**config.mk**
```make
export PLATFORM = sky130hd
export DESIGN_NAME = pwr_seq_ctrl
export DESIGN_NICKNAME = d
export VERILOG_FILES = /design/src/rtl/pwr_seq_ctrl.sv
export SDC_FILE = /design/constraint.sdc
export NUM_CORES = 1
export LEC_CHECK = 0
export ABC_AREA = 1
export BUFFER_PORTS_ARGS = -buffer_cell sky130_fd_sc_hd__buf_2
export CAP_MARGIN = 20
export CORE_UTILIZATION = 35
export CTS_CLUSTER_DIAMETER = 150
export DETAILED_ROUTE_END_ITERATION = 8
export GPL_TIMING_DRIVEN = 0
export HOLD_SLACK_MARGIN = 0.06
export PLACE_DENSITY = 0.62
export SYNTH_ARGS = -nofsm -noshare
export SYNTH_HDL_FRONTEND = slang
export SYNTH_SLANG_ARGS = --single-unit
```
**constraint.sdc**
```tcl
create_clock -name clk -period 2.2 [get_ports clk]
set_clock_uncertainty 0.05 [all_clocks]
set_input_delay 0.44 -clock clk [delete_from_list [all_inputs] [get_ports clk]]
set_output_delay 0.44 -clock clk [all_outputs]
set_load 0.02 [all_outputs]
```
**src/rtl/pwr_seq_ctrl.sv**
```systemverilog
module pwr_seq_ctrl #(
  parameter int DLY_CYC   = 100,
  parameter int CAL_CYC   = 10,
  parameter int RETRY_CYC = 80,
  parameter int ILIM_RUN  = 32,
  parameter int ZC_RUN    = 32
) (
  input  logic       clk,
  input  logic       rst_n,
  input  logic       supply_ok,
  input  logic       en_pin,
  input  logic       sw_en,
  input  logic       over_temp,
  input  logic       sw_cycle,
  input  logic       ilim_cycle,
  input  logic       zero_cross,
  input  logic       in_reg,
  input  logic [1:0] mode_sel,
  input  logic       setpt_pfm,
  input  logic       pfm_exit_req,
  input  logic       discharge_cfg,
  output logic       sw_enable,
  output logic       ramp_en,
  output logic       force_pwm,
  output logic       pfm_allow,
  output logic       discharge_en,
  output logic       reg_reset
);
  localparam int TMAX = (DLY_CYC > CAL_CYC) ? ((DLY_CYC > RETRY_CYC) ? DLY_CYC : RETRY_CYC)
                                             : ((CAL_CYC > RETRY_CYC) ? CAL_CYC : RETRY_CYC);
  localparam int TW = $clog2(TMAX + 1);
  localparam int IW = $clog2(ILIM_RUN + 1);
  localparam int ZW = $clog2(ZC_RUN + 1);
  localparam logic [TW-1:0] T_DLY = TW'(DLY_CYC - 1);
  localparam logic [TW-1:0] T_CAL = TW'(CAL_CYC - 1);
  localparam logic [TW-1:0] T_RET = TW'(RETRY_CYC - 1);
  localparam logic [IW-1:0] I_TOP = IW'(ILIM_RUN);
  localparam logic [ZW-1:0] Z_TOP = ZW'(ZC_RUN - 1);

  typedef enum logic [2:0] {S_OFF, S_WAIT, S_RAMP, S_CAL, S_RUN, S_RETRY, S_HOT} st_t;

  st_t           st;
  logic [TW-1:0] tmr;
  logic [IW-1:0] ilim_cnt;
  logic [ZW-1:0] zc_cnt;
  logic          pfm_on;

  wire go     = supply_ok & en_pin & sw_en;
  wire live   = (st == S_RAMP) | (st == S_CAL) | (st == S_RUN);
  wire trip   = live & sw_cycle & ilim_cycle & (ilim_cnt == I_TOP);
  wire pfm_ok = (mode_sel == 2'b00) ? setpt_pfm : (mode_sel != 2'b10);

  always_ff @(posedge clk or negedge rst_n) begin
    if (!rst_n) begin
      st       <= S_OFF;
      tmr      <= '0;
      ilim_cnt <= '0;
      zc_cnt   <= '0;
      pfm_on   <= 1'b0;
    end else if (!go) begin
      st       <= S_OFF;
      tmr      <= '0;
      ilim_cnt <= '0;
      zc_cnt   <= '0;
      pfm_on   <= 1'b0;
    end else if (st != S_OFF && over_temp) begin
      st       <= S_HOT;
      tmr      <= '0;
      ilim_cnt <= '0;
      zc_cnt   <= '0;
      pfm_on   <= 1'b0;
    end else if (trip) begin
      st       <= S_RETRY;
      tmr      <= '0;
      ilim_cnt <= '0;
      zc_cnt   <= '0;
      pfm_on   <= 1'b0;
    end else begin
      tmr <= tmr + 1'b1;
      if (live && sw_cycle) ilim_cnt <= ilim_cycle ? ilim_cnt + 1'b1 : '0;
      case (st)
        S_OFF:   begin st <= S_WAIT; tmr <= '0; end
        S_WAIT:  if (tmr == T_DLY) begin st <= S_RAMP; tmr <= '0; end
        S_RAMP:  if (in_reg) begin st <= S_CAL; tmr <= '0; end
        S_CAL:   if (tmr == T_CAL) begin st <= S_RUN; tmr <= '0; end
        S_RUN: begin
          tmr <= '0;
          if (pfm_on) begin
            if (pfm_exit_req || !pfm_ok) begin
              pfm_on <= 1'b0;
              zc_cnt <= '0;
            end
          end else if (sw_cycle) begin
            if (zero_cross && pfm_ok) begin
              if (zc_cnt == Z_TOP) begin
                pfm_on <= 1'b1;
                zc_cnt <= '0;
              end else begin
                zc_cnt <= zc_cnt + 1'b1;
              end
            end else begin
              zc_cnt <= '0;
            end
          end
        end
        S_RETRY: if (tmr == T_RET) begin st <= S_RAMP; tmr <= '0; end
        S_HOT:   begin st <= S_RAMP; tmr <= '0; end
        default: st <= S_OFF;
      endcase
    end
  end

  assign sw_enable    = live;
  assign ramp_en      = (st == S_RAMP);
  assign force_pwm    = (st == S_CAL) | ((st == S_RUN) & ~pfm_on);
  assign pfm_allow    = (st == S_RAMP) | ((st == S_RUN) & pfm_on);
  assign discharge_en = (st == S_OFF) & discharge_cfg;
  assign reg_reset    = ~(supply_ok & en_pin);
endmodule

```
==> results of run 1 <==
==> synthesized netlist by cell type, types with 3 or more instances <==
cell	n	share of area, %
nor3_1	7	2.2
xor2_1	6	3.3
a21oi_1	3	0.93
nand2_4	6	4.2
nor2_1	29	6.7
nand3_1	12	3.7
nand2_2	3	1.2
dfrtp_1	23	36
nand4_1	3	1.2
inv_1	30	7.0
nand2_1	64	15
ha_1	5	3.9
o21ai_0	10	3.1
==> worst max-delay path: stages (launching register included) <==
cell     delay [ns]
dfrtp_1        0.49
nor2_4         0.23
nand2_4        0.10
o21ai_0        0.20
buf_2          0.20
==> power groups by stage <==
| stage | Clock, uW | Sequential, uW | Combinational [uW] |
|---|---|---|---|
| global placement | 0 | 436 | 95.5 |
| CTS | 283 | 428 | 96.7 |
| detailed placement | 0 | 436 | 96.5 |
| global route | 297 | 428 | 107 |
| finish | 268 | 428 | 94.9 |
| floorplan | 0 | 436 | 58.1 |
==> layout make-up <==
| class | count | area (um^2) | share of cell area [%] |
|---|---|---|---|
| plain buffers | 1 | 11.3 | 0.617 |
| repair buffers | 20 | 100 | 5.48 |
| clock inverters | 1 | 5.00 | 0.274 |
| well taps | 52 | 65.1 | 3.56 |
| clock buffers | 3 | 41.3 | 2.26 |
| inverters | 34 | 138 | 7.54 |
| multi-input cells | 167 | 890 | 48.7 |
| flip-flops and latches | 23 | 576 | 31.5 |
==> cell families (layout without fill, tap and decap cells) <==
group,after synthesis,count (layout)
simple gates,135,135
buf+inv,35,59
flops,23,23
compound gates,19,19
xor+xnor,8,8
fa+ha+maj,5,5
==> cells in the final DEF (no fill, tap or decap), types with 3 or more instances in the layout <==
cell,synthesis,final
a21oi_1,3,3
buf_2,0,20
clkbuf_8,0,3
dfrtp_1,23,23
ha_1,5,5
inv_1,30,30
nand2_1,64,64
nand2_2,3,3
nand2_4,6,6
nand3_1,12,12
nand4_1,3,3
nor2_1,29,29
nor3_1,7,7
o21ai_0,10,10
xor2_1,6,6
==> flip-flops by register name, summed over array words and instances, names as in the netlist <==
name,flops
tmr,7
ilim_cnt,6
zc_cnt,6
st,3
pfm_on,1
==> routing by layer <==
layer / vias up / global-route usage, % / wire (um) / part of all wire (%)
met2: 18 / 23.1 / 1470 / 46
met5: - / 0 / 0 / 0
met3: 4 / 2.60 / 96 / 3.0
met4: 0 / 4.67 / 44 / 1.4
li1: 754 / - / - / -
met1: 653 / 18.3 / 1610 / 50
==> stage by stage <==
step                      total power, uW  instance area, um^2
after global routing                  832                 1830
final                                 791                 1830
after CTS                             808                 1830
after detailed placement              533                 1780
after floorplan                       494                 1610
after global placement                532                 1780
==> how the worst max path moves through the flow <==
stage | from | to | cells past startpoint
finish | st[1] | force_pwm | 4
global route | st[1] | force_pwm | 4
CTS | st[1] | force_pwm | 4
detailed placement | ilim_cnt[0] | tmr[6] | 11
global placement | ilim_cnt[0] | pfm_on | 13
floorplan | st[1] | force_pwm | 3
==> summary.txt, run 1 <==
Outcome
  – Status: complete, no violations

Floorplan
  – Placeable core area: 0.00438 mm^2
  – Die X: 69.9 um
  – I/O Pins: 21
  – Die ar.: 0.00489 mm^2
  – Die height: 69.9 um
  – Starting Density: 36.8%
  – Rows: 24

Final layout
  – # diodes: 0
  – Fill count: 462
  – Non-Filler Instances: 301
  – Finished Core Util: 41.6%
  – Post-layout nets: 270
  – Synthesis-to-layout area growth: 13.1%
  – Fraction of layout cells with a size suffix above 1: 18.9%

Yosys
  – Post-Syn Nets: 245
  – Sequential area share after synthesis: 35.7%
  – Register bit total from synthesis: 23
  – Top_reg_cell synth: dfrtp_1
  – Largest family of logic cells by synthesized area: simple AND/OR/NAND/NOR gates
  – Compound-Gate Fraction of Synth Area: 6.51%
  – Async S/R FF share, synth: 100%
  – Library cells used by synthesis: 30
  – Synth Cell Area: 0.00161 mm^2
  – Mux contribution to synthesized area: 0%
  – Adder-cell area share of the yosys netlist: 3.88%
  – Yosys synthesis warning count: 0
  – Xor/xnor share of the synthesized area: 4.34%
  – Synth Area per Inst: 7.17 um^2
  – Post-synthesis simple-gate area fraction: 40.4%
  – Cells after Synth: 225
  – Post-synth EDFFs: 0

Place
  – PortBufs: 20
  – Dpl ws: 0.474 ns
  – HPWL after DPL: 2.53 mm
  – Final Wtd Congestion: 0.777
  – Placed cell count: 297

Power
  – P per Cell Area: 433 mW/mm^2
  – Worst IR Drop VDD: 0.180 mV
  – Clk pwr share: 33.9%
  – Power Internal: 582 uW
  – Net Switching: 209 uW
  – Combinational power share: 12.0%
  – Sw Share: 26.4%
  – Pleak: 0.000935 uW
  – Seq pwr share: 54.1%

Global route
  – Largest net degree at the start of global routing: 24
  – First-pass GRT wire length: 5.51 mm
  – Overflow after GRT: 0
  – Initial antenna violation count: 0
  – Vias in the first global route: 1263
  – GRT Util Overall: 14.0%

Clock network
  – Post-CTS Setup Repair Bufs: 0
  – Post-CTS Resized: 0
  – Clk_lat worst skew: 0.27 ns
  – Clock sinks: 23
  – Post-CTS Hold Buffers: 0
  – Clock buffer depth: 2
  – CTS H-Tree Depth: 1
  – CTS buffer count: 3
  – CTS tree: built
  – CTS clk-pin slew, worst paths: 0.08 ns
  – Root Driver: clkbuf_8

Timing
  – Rel. slew slack: 64.6%
  – Worst Tran Pin Value: 0.531 ns
  – Pins Over Slew Limit: 0
  – Tmin final: 1.97 ns
  – Total negative slack: 0 ns
  – Unrepaired setup endpoints after global routing: no
  – Final setup violating endpoints: 0
  – Final worst setup slack: 0.232 ns
  – Period utilization: 89.5%
  – Final Hold Fails: 0
  – Hold Worst Slack: 0.0909 ns
  – Max Freq: 0.508 GHz

Detailed routing
  – Via density: 4.75
  – Routed length per placed instance: 10.7 um
  – Routed WL: 3.22 mm
  – Antenna-violating nets left: 0
  – Drt pass-1 iters: 4
  – DRC Markers: 0
  – Initial DRC count: 58
  – Total number of vias: 1429

Setup path
  – Setup CP Type: register to primary output
  – Setup crit end kind: primary output
  – R2R depth: 13
  – Critical path peak fanout: 7
  – Worst endpoint required time: 1.71 ns
  – Worst Path Arrival: 1.48 ns
  – CP startpoint kind: register
  – Worst R2R Setup Slack: 0.49 ns
  – Reg-to-reg endpoint: pfm_on
  – R2r startpoint: ilim_cnt[0]

Hold path
  – Type of the tightest min-delay check: input port to asynchronous set/reset pin

Job
  – Max cap viols: 0
No activity file was read; power rests on OpenSTA's default activity.
==> run 2, diff against run 1 <==
PLACE_DENSITY = unset   (was 0.62)
PLACE_DENSITY_LB_ADDON = 0.25   (was unset)
==> run 2 against run 1 <==
Net effect:
- sequential power barely moved
- core utilization stayed put
- via count down 2.6%
==> summary.txt, run 2 (synthesis gave the netlist of run 1 again) <==
Clock network
  – CTS H-Tree Depth: 1 (unchanged)
  – Clock buffer depth: 2 (unchanged)
  – CTS clk-pin slew, worst paths: 0.09 ns (about the same)
  – CTS tree: built
  – Post-CTS Setup Repair Bufs: 0 (unchanged)
  – Post-CTS Hold Buffers: 0 (unchanged)
  – Clk_lat worst skew: 0.26 ns (about the same)
  – CTS buffer count: 3 (unchanged)
  – Root Driver: clkbuf_8
  – Clock sinks: 23 (unchanged)
  – Post-CTS Resized: 0 (unchanged)

Final layout
  – Top Registers: tmr (7), ilim_cnt (6), zc_cnt (6)
  – Top reg by flops: tmr
  – Post-layout nets: 270 (unchanged)
  – Synthesis-to-layout area growth: 13.1% (unchanged)
  – Most frequent cells in the layout: 64 x nand2_1, 30 x inv_1, 29 x nor2_1, 23 x dfrtp_1, 20 x buf_2
  – Fraction of layout cells with a size suffix above 1: 18.9% (unchanged)
  – Fill count: 454 (-1.7%)
  – Max reg flops: 7 (unchanged)
  – Storage cell area: 576 um^2 (unchanged)
  – Area used by multi-input combinational logic: 890 um^2 (unchanged)
  – Commonest non-fill, non-tap cell in the layout: nand2_1
  – # diodes: 0 (unchanged)

Place
  – HPWL after DPL: 2.54 mm (+0.52%)
  – Dpl ws: 0.475 ns (+0.000883 ns)
  – Final Wtd Congestion: 0.752 (-3.2%)
  – PortBufs: 20 (unchanged)

Power
  – P per Cell Area: 433 mW/mm^2 (about the same)
  – Worst IR Drop VDD: 0.180 mV (-0.20%)
  – Pleak: 0.000935 uW (unchanged)

Global route
  – First-pass GRT wire length: 5.89 mm (+6.9%)
  – Largest net degree at the start of global routing: 24 (unchanged)
  – Initial antenna violation count: 0 (unchanged)
  – GRT Util Overall: 15.0% (+1.0 points)
  – Overflow after GRT: 0 (unchanged)
  – Vias in the first global route: 1289 (+2.1%)

Detailed routing
  – Drt pass-1 iters: 4 (unchanged)
  – Via density: 4.62 (-2.6%)
  – Antenna-violating nets left: 0 (unchanged)
  – Routed length per placed instance: 11.1 um (+3.3%)
  – Total number of vias: 1392 (-2.6%)
  – DRC Markers: 0 (unchanged)
  – Routed WL: 3.33 mm (+3.3%)
  – Initial DRC count: 74 (+28%)

Floorplan
  – Die ar.: 0.00489 mm^2 (unchanged)
  – Starting Density: 36.8% (unchanged)
  – Die height: 69.9 um (unchanged)
  – Rows: 24 (unchanged)
  – Placeable core area: 0.00438 mm^2 (unchanged)
  – I/O Pins: 21 (unchanged)
  – Die X: 69.9 um (unchanged)

Outcome
  – Status: complete, no violations

Setup path
  – R2r startpoint: ilim_cnt[0]
  – Setup crit end kind: primary output
  – Worst endpoint required time: 1.71 ns (about the same)
  – Worst R2R Setup Slack: 0.50 ns (about the same)
  – CP startpoint kind: register
  – Reg-to-reg endpoint: pfm_on
  – R2R depth: 13 (unchanged)
  – Critical path peak fanout: 7 (unchanged)
  – Worst Path Arrival: 1.46 ns (-0.02 ns)
  – Setup CP Type: register to primary output

Timing
  – Period utilization: 88.5% (-0.95 points)
  – Max Freq: 0.514 GHz (+1.1%)
  – Final setup violating endpoints: 0 (unchanged)
  – Unrepaired setup endpoints after global routing: no
  – Worst Tran Pin Value: 0.560 ns (+0.0293 ns)
  – Rel. slew slack: 62.7% (-2.0 points)
  – Final Hold Fails: 0 (unchanged)
  – Tmin final: 1.95 ns (-0.0210 ns)
  – Total negative slack: 0 ns (unchanged)
  – Pins Over Slew Limit: 0 (unchanged)
  – Hold Worst Slack: 0.0970 ns (+0.00613 ns)
  – Final worst setup slack: 0.253 ns (+0.0210 ns)

Job
  – Max cap viols: 0 (unchanged)

Hold path
  – Type of the tightest min-delay check: input port to asynchronous set/reset pin
==> run 2: worst max path at each step <==
stage	depth (start not counted)	to	startpoint
floorplan	3	force_pwm	st[1]
global placement	13	pfm_on	ilim_cnt[0]
detailed placement	13	pfm_on	ilim_cnt[0]
CTS	4	force_pwm	st[1]
global route	4	force_pwm	st[1]
finish	4	force_pwm	st[1]
==> run 2: critical path, stage by stage, from the launching register on <==
cell and delay (ns):
dfrtp_1 0.49, nor2_4 0.23, nand2_4 0.10, o21ai_0 0.18, buf_2 0.20
==> run 2: through the flow <==
stage | util, % | power (uW) | area (um^2) | instances
after detailed placement | 40.6 | 533 | 1780 | 297
after global placement | 40.6 | 533 | 1780 | 297
final | 41.6 | 791 | 1830 | 301
after CTS | 41.6 | 811 | 1830 | 301
after global routing | 41.6 | 834 | 1830 | 301
after floorplan | - | 494 | 1610 | 225
==> run 2: layout make-up <==
cell class | count | area share, %
well taps | 52 | 3.56
flip-flops and latches | 23 | 31.5
clock buffers | 3 | 2.26
clock inverters | 1 | 0.274
repair buffers | 20 | 5.48
multi-input cells | 167 | 48.7
plain buffers | 1 | 0.617
inverters | 34 | 7.54
==> run 2: power by group <==
| part | leakage, uW | internal, uW | switching (uW) |
|---|---|---|---|
| logic | 0.000589 | 31.0 | 64.5 |
| clock network | 0.0000255 | 126 | 141 |
| registers | 0.000321 | 424 | 3.57 |
==> run 2: metal layers <==
layer,GRT usage (%),wire [um]
met1,20.5,1700
met5,0,0
met2,23.4,1500
met4,5.33,25
met3,3.03,103
==> run 3, diff against run 2 <==
ABC_AREA = unset   (was 1)
==> run 3 against run 2 <==
Net effect:
- via count down 8.3%
- critical path depth unchanged
- first-iteration DRC count up 140%
- largest power group unchanged
- cell count down 20%
- critical path type unchanged
- worst setup slack worse by 0.14 ns
- largest cell class unchanged
- core utilization up 1.1 points
==> summary.txt, run 3 <==
Outcome
  – Status: complete, no violations

Setup path
  – Slowest CP cell: or3b_4
  – R2R depth: 6 (-7)
  – Worst endpoint required time: 1.71 ns (about the same)
  – Critical path peak fanout: 10 (+3)
  – Worst Path Arrival: 1.60 ns (+0.14 ns)
  – R2r startpoint: st[1]
  – Crit path depth: 4 (unchanged)
  – Setup CP Type: register to primary output
  – Setup crit end kind: primary output
  – Cell class contributing the biggest share of worst-path delay: simple AND/OR/NAND/NOR gates
  – Max stage delay on crit path: 0.45 ns (-0.04 ns)
  – Worst path bufs/invs: 2 (+1)
  – CP cell instances: buf_2 -> or3b_4 -> o22ai_2 -> buf_4
  – Reg-to-reg endpoint: zc_cnt[5]
  – Worst R2R Setup Slack: 0.17 ns (-0.33 ns)
  – CP startpoint kind: register

Floorplan
  – Die X: 67.4 um (-3.6%)
  – Starting Density: 36.9% (+0.064 points)
  – Rows: 23 (-4.2%)
  – Die height: 67.4 um (-3.6%)
  – Die ar.: 0.00454 mm^2 (-7.1%)
  – I/O Pins: 21 (unchanged)
  – Placeable core area: 0.00406 mm^2 (-7.4%)

Final layout
  – Finished Core Util: 42.7% (+1.1 points)
  – Post-layout nets: 212 (-21%)
  – Finished Cell Area: 0.00173 mm^2 (-5.1%)
  – Synthesis-to-layout area growth: 15.8%
  – Most frequent cells in the layout: 23 x dfrtp_1, 21 x buf_2, 16 x nor2_1, 12 x nand2_1, 12 x nand3_1
  – Max reg flops: 7 (unchanged)
  – Commonest non-fill, non-tap cell in the layout: dfrtp_1
  – # diodes: 0 (unchanged)
  – Top Registers: tmr (7), ilim_cnt (6), zc_cnt (6)
  – Fraction of layout cells with a size suffix above 1: 22.0% (+3.1 points)
  – Top reg by flops: tmr

Timing
  – Worst Tran Pin Value: 0.536 ns (-0.0245 ns)
  – Hold Worst Slack: 0.0862 ns (-0.0108 ns)
  – Unrepaired setup endpoints after global routing: no
  – Final setup violating endpoints: 0 (unchanged)
  – Pins Over Slew Limit: 0 (unchanged)
  – Tmin final: 2.09 ns (+0.144 ns)
  – Period utilization: 95.1% (+6.6 points)
  – Rel. slew slack: 64.3% (+1.6 points)
  – Max Freq: 0.478 GHz (-6.9%)
  – Final Hold Fails: 0 (unchanged)

Yosys
  – Most common cell in the synthesized netlist: dfrtp_1
  – Top_reg_cell synth: dfrtp_1
  – Post-synth top area share: 38.5% (+2.8 points)
  – Async S/R FF share, synth: 100% (unchanged)
  – Register bit total from synthesis: 23 (unchanged)
  – Library cells used by synthesis: 47 (+57%)
  – Synth Area per Inst: 8.96 um^2 (+25%)
  – Synth cell count leaders: 23 x dfrtp_1, 17 x nor2_1, 12 x nand2_1, 12 x nand3_1, 11 x inv_1
  – Yosys synthesis warning count: 0 (unchanged)
  – Post-Syn Nets: 187 (-24%)
  – Synth Cell Area: 0.00150 mm^2 (-7.3%)
  – Sequential area share after synthesis: 38.5% (+2.8 points)
  – Cells after Synth: 167 (-26%)
  – Cell taking the most area after synthesis: dfrtp_1
  – Top cells by area, synth: dfrtp_1 38%, nor2_1 4.3%, ha_1 4.2%
  – Post-synth EDFFs: 0 (unchanged)

Global route
  – First-pass GRT wire length: 5.64 mm (-4.2%)
  – Initial antenna violation count: 0 (unchanged)
  – Overflow after GRT: 0 (unchanged)
  – Vias in the first global route: 1166 (-9.5%)
  – Largest net degree at the start of global routing: 24 (unchanged)
  – GRT Util Overall: 16.6% (+1.6 points)

Place
  – HPWL after DPL: 2.42 mm (-4.7%)
  – Dpl cell area: 0.00166 mm^2 (-6.8%)
  – Final Wtd Congestion: 0.837 (+11%)
  – PortBufs: 20 (unchanged)

Clock network
  – Root Driver: clkbuf_8
  – Post-CTS Hold Buffers: 0 (unchanged)
  – CTS tree: built
  – CTS H-Tree Depth: 1 (unchanged)
  – Post-CTS Resized: 1 (+1)
  – Post-CTS Setup Repair Bufs: 0 (unchanged)
  – CTS clk-pin slew, worst paths: 0.09 ns (about the same)
  – Clock buffer depth: 2 (unchanged)
  – Clk_lat worst skew: 0.27 ns (about the same)
  – Clock sinks: 23 (unchanged)
  – CTS buffer count: 3 (unchanged)

Detailed routing
  – Initial DRC count: 174 (+140%)
  – Total number of vias: 1276 (-8.3%)
  – Drt pass-1 iters: 4 (unchanged)
  – Routed WL: 3.29 mm (-1.3%)
  – Routed length per placed instance: 13.6 um (+23%)
  – Via density: 5.29 (+14%)
  – DRC Markers: 0 (unchanged)
  – Antenna-violating nets left: 0 (unchanged)

Job
  – Max cap viols: 0 (unchanged)

Power
  – Pleak: 0.000758 uW (-19%)
  – Worst IR Drop VDD: 0.189 mV (+5.4%)
  – P per Cell Area: 453 mW/mm^2 (+4.7%)

Hold path
  – Type of the tightest min-delay check: input port to asynchronous set/reset pin
## run 3: changes by cell type after synthesis, sizes merged, moves of 6 or more
cell	previous run	this run
nand2	73	12
nor2	32	18
inv	33	11
nor3	7	0
a21oi	4	10
## run 3: worst register-to-register path, stage by stage, from the launching register on
cell	delay, ns
dfrtp_1	0.39
buf_2	0.18
and2b_4	0.19
o2111a_1	0.33
nor4_4	0.38
nand3b_1	0.21
o31ai_1	0.22
## run 3: layer usage
metal / global-route usage [%] / up-vias / part of all wire (%)
met5: 0 / - / 0
met2: 24.1 / 25 / 43
met1: 24.7 / 590 / 52
met4: 6.38 / 0 / 1.5
met3: 2.20 / 5 / 3.0
li1: - / 656 / -
## run 3: worst max path at each step
stage	slack (ns)	start	to
final	0.11	st[1]	force_pwm
after global routing	0.007	ilim_cnt[0]	zc_cnt[3]
after CTS	0.03	st[1]	force_pwm
after detailed placement	0.001	st[1]	st[2]
after global placement	-0.005	st[1]	st[2]
after floorplan	0.28	st[1]	st[2]
## run 3: where the power goes
part | internal [uW] | switching (uW) | leakage [uW]
clock | 127 | 151 | 0.0000255
combinational | 30.0 | 51.1 | 0.000411
sequential | 424 | 2.44 | 0.000321
total | 581 | 205 | 0.000758
## run 3: kinds of logic (layout without fill, tap and decap cells)
family	after synthesis	count (layout)	synth area share, %
flops	23	23	38.5
mux	1	1	0.752
compound gates	44	44	20.2
buf+inv	14	38	4.18
simple gates	72	72	27.5
fa+ha+maj	5	5	4.18
xor+xnor	8	8	4.68
## run 3: through the flow
stage | setup WS (ns) | instances | TNS (ns) | total power (uW)
after floorplan | 0.283 | 167 | 0 | 478
after global routing | 0.00745 | 241 | 0 | 819
final | 0.108 | 241 | 0 | 786
after detailed placement | 0.000989 | 237 | 0 | 515
after CTS | 0.0324 | 241 | 0 | 794
after global placement | -0.00540 | 237 | -0.00540 | 515
## run 3: layout make-up
type | count | area [um^2]
Timing Repair Buffer | 20 | 103
Clock inverter | 1 | 5.00
Tap cell | 50 | 62.6
Inverter | 11 | 41.3
Multi-Input combinational cell | 130 | 883
Fill cell | 416 | 2320
Clock buffer | 3 | 41.3
Buffer | 3 | 21.3
Sequential cell | 23 | 576
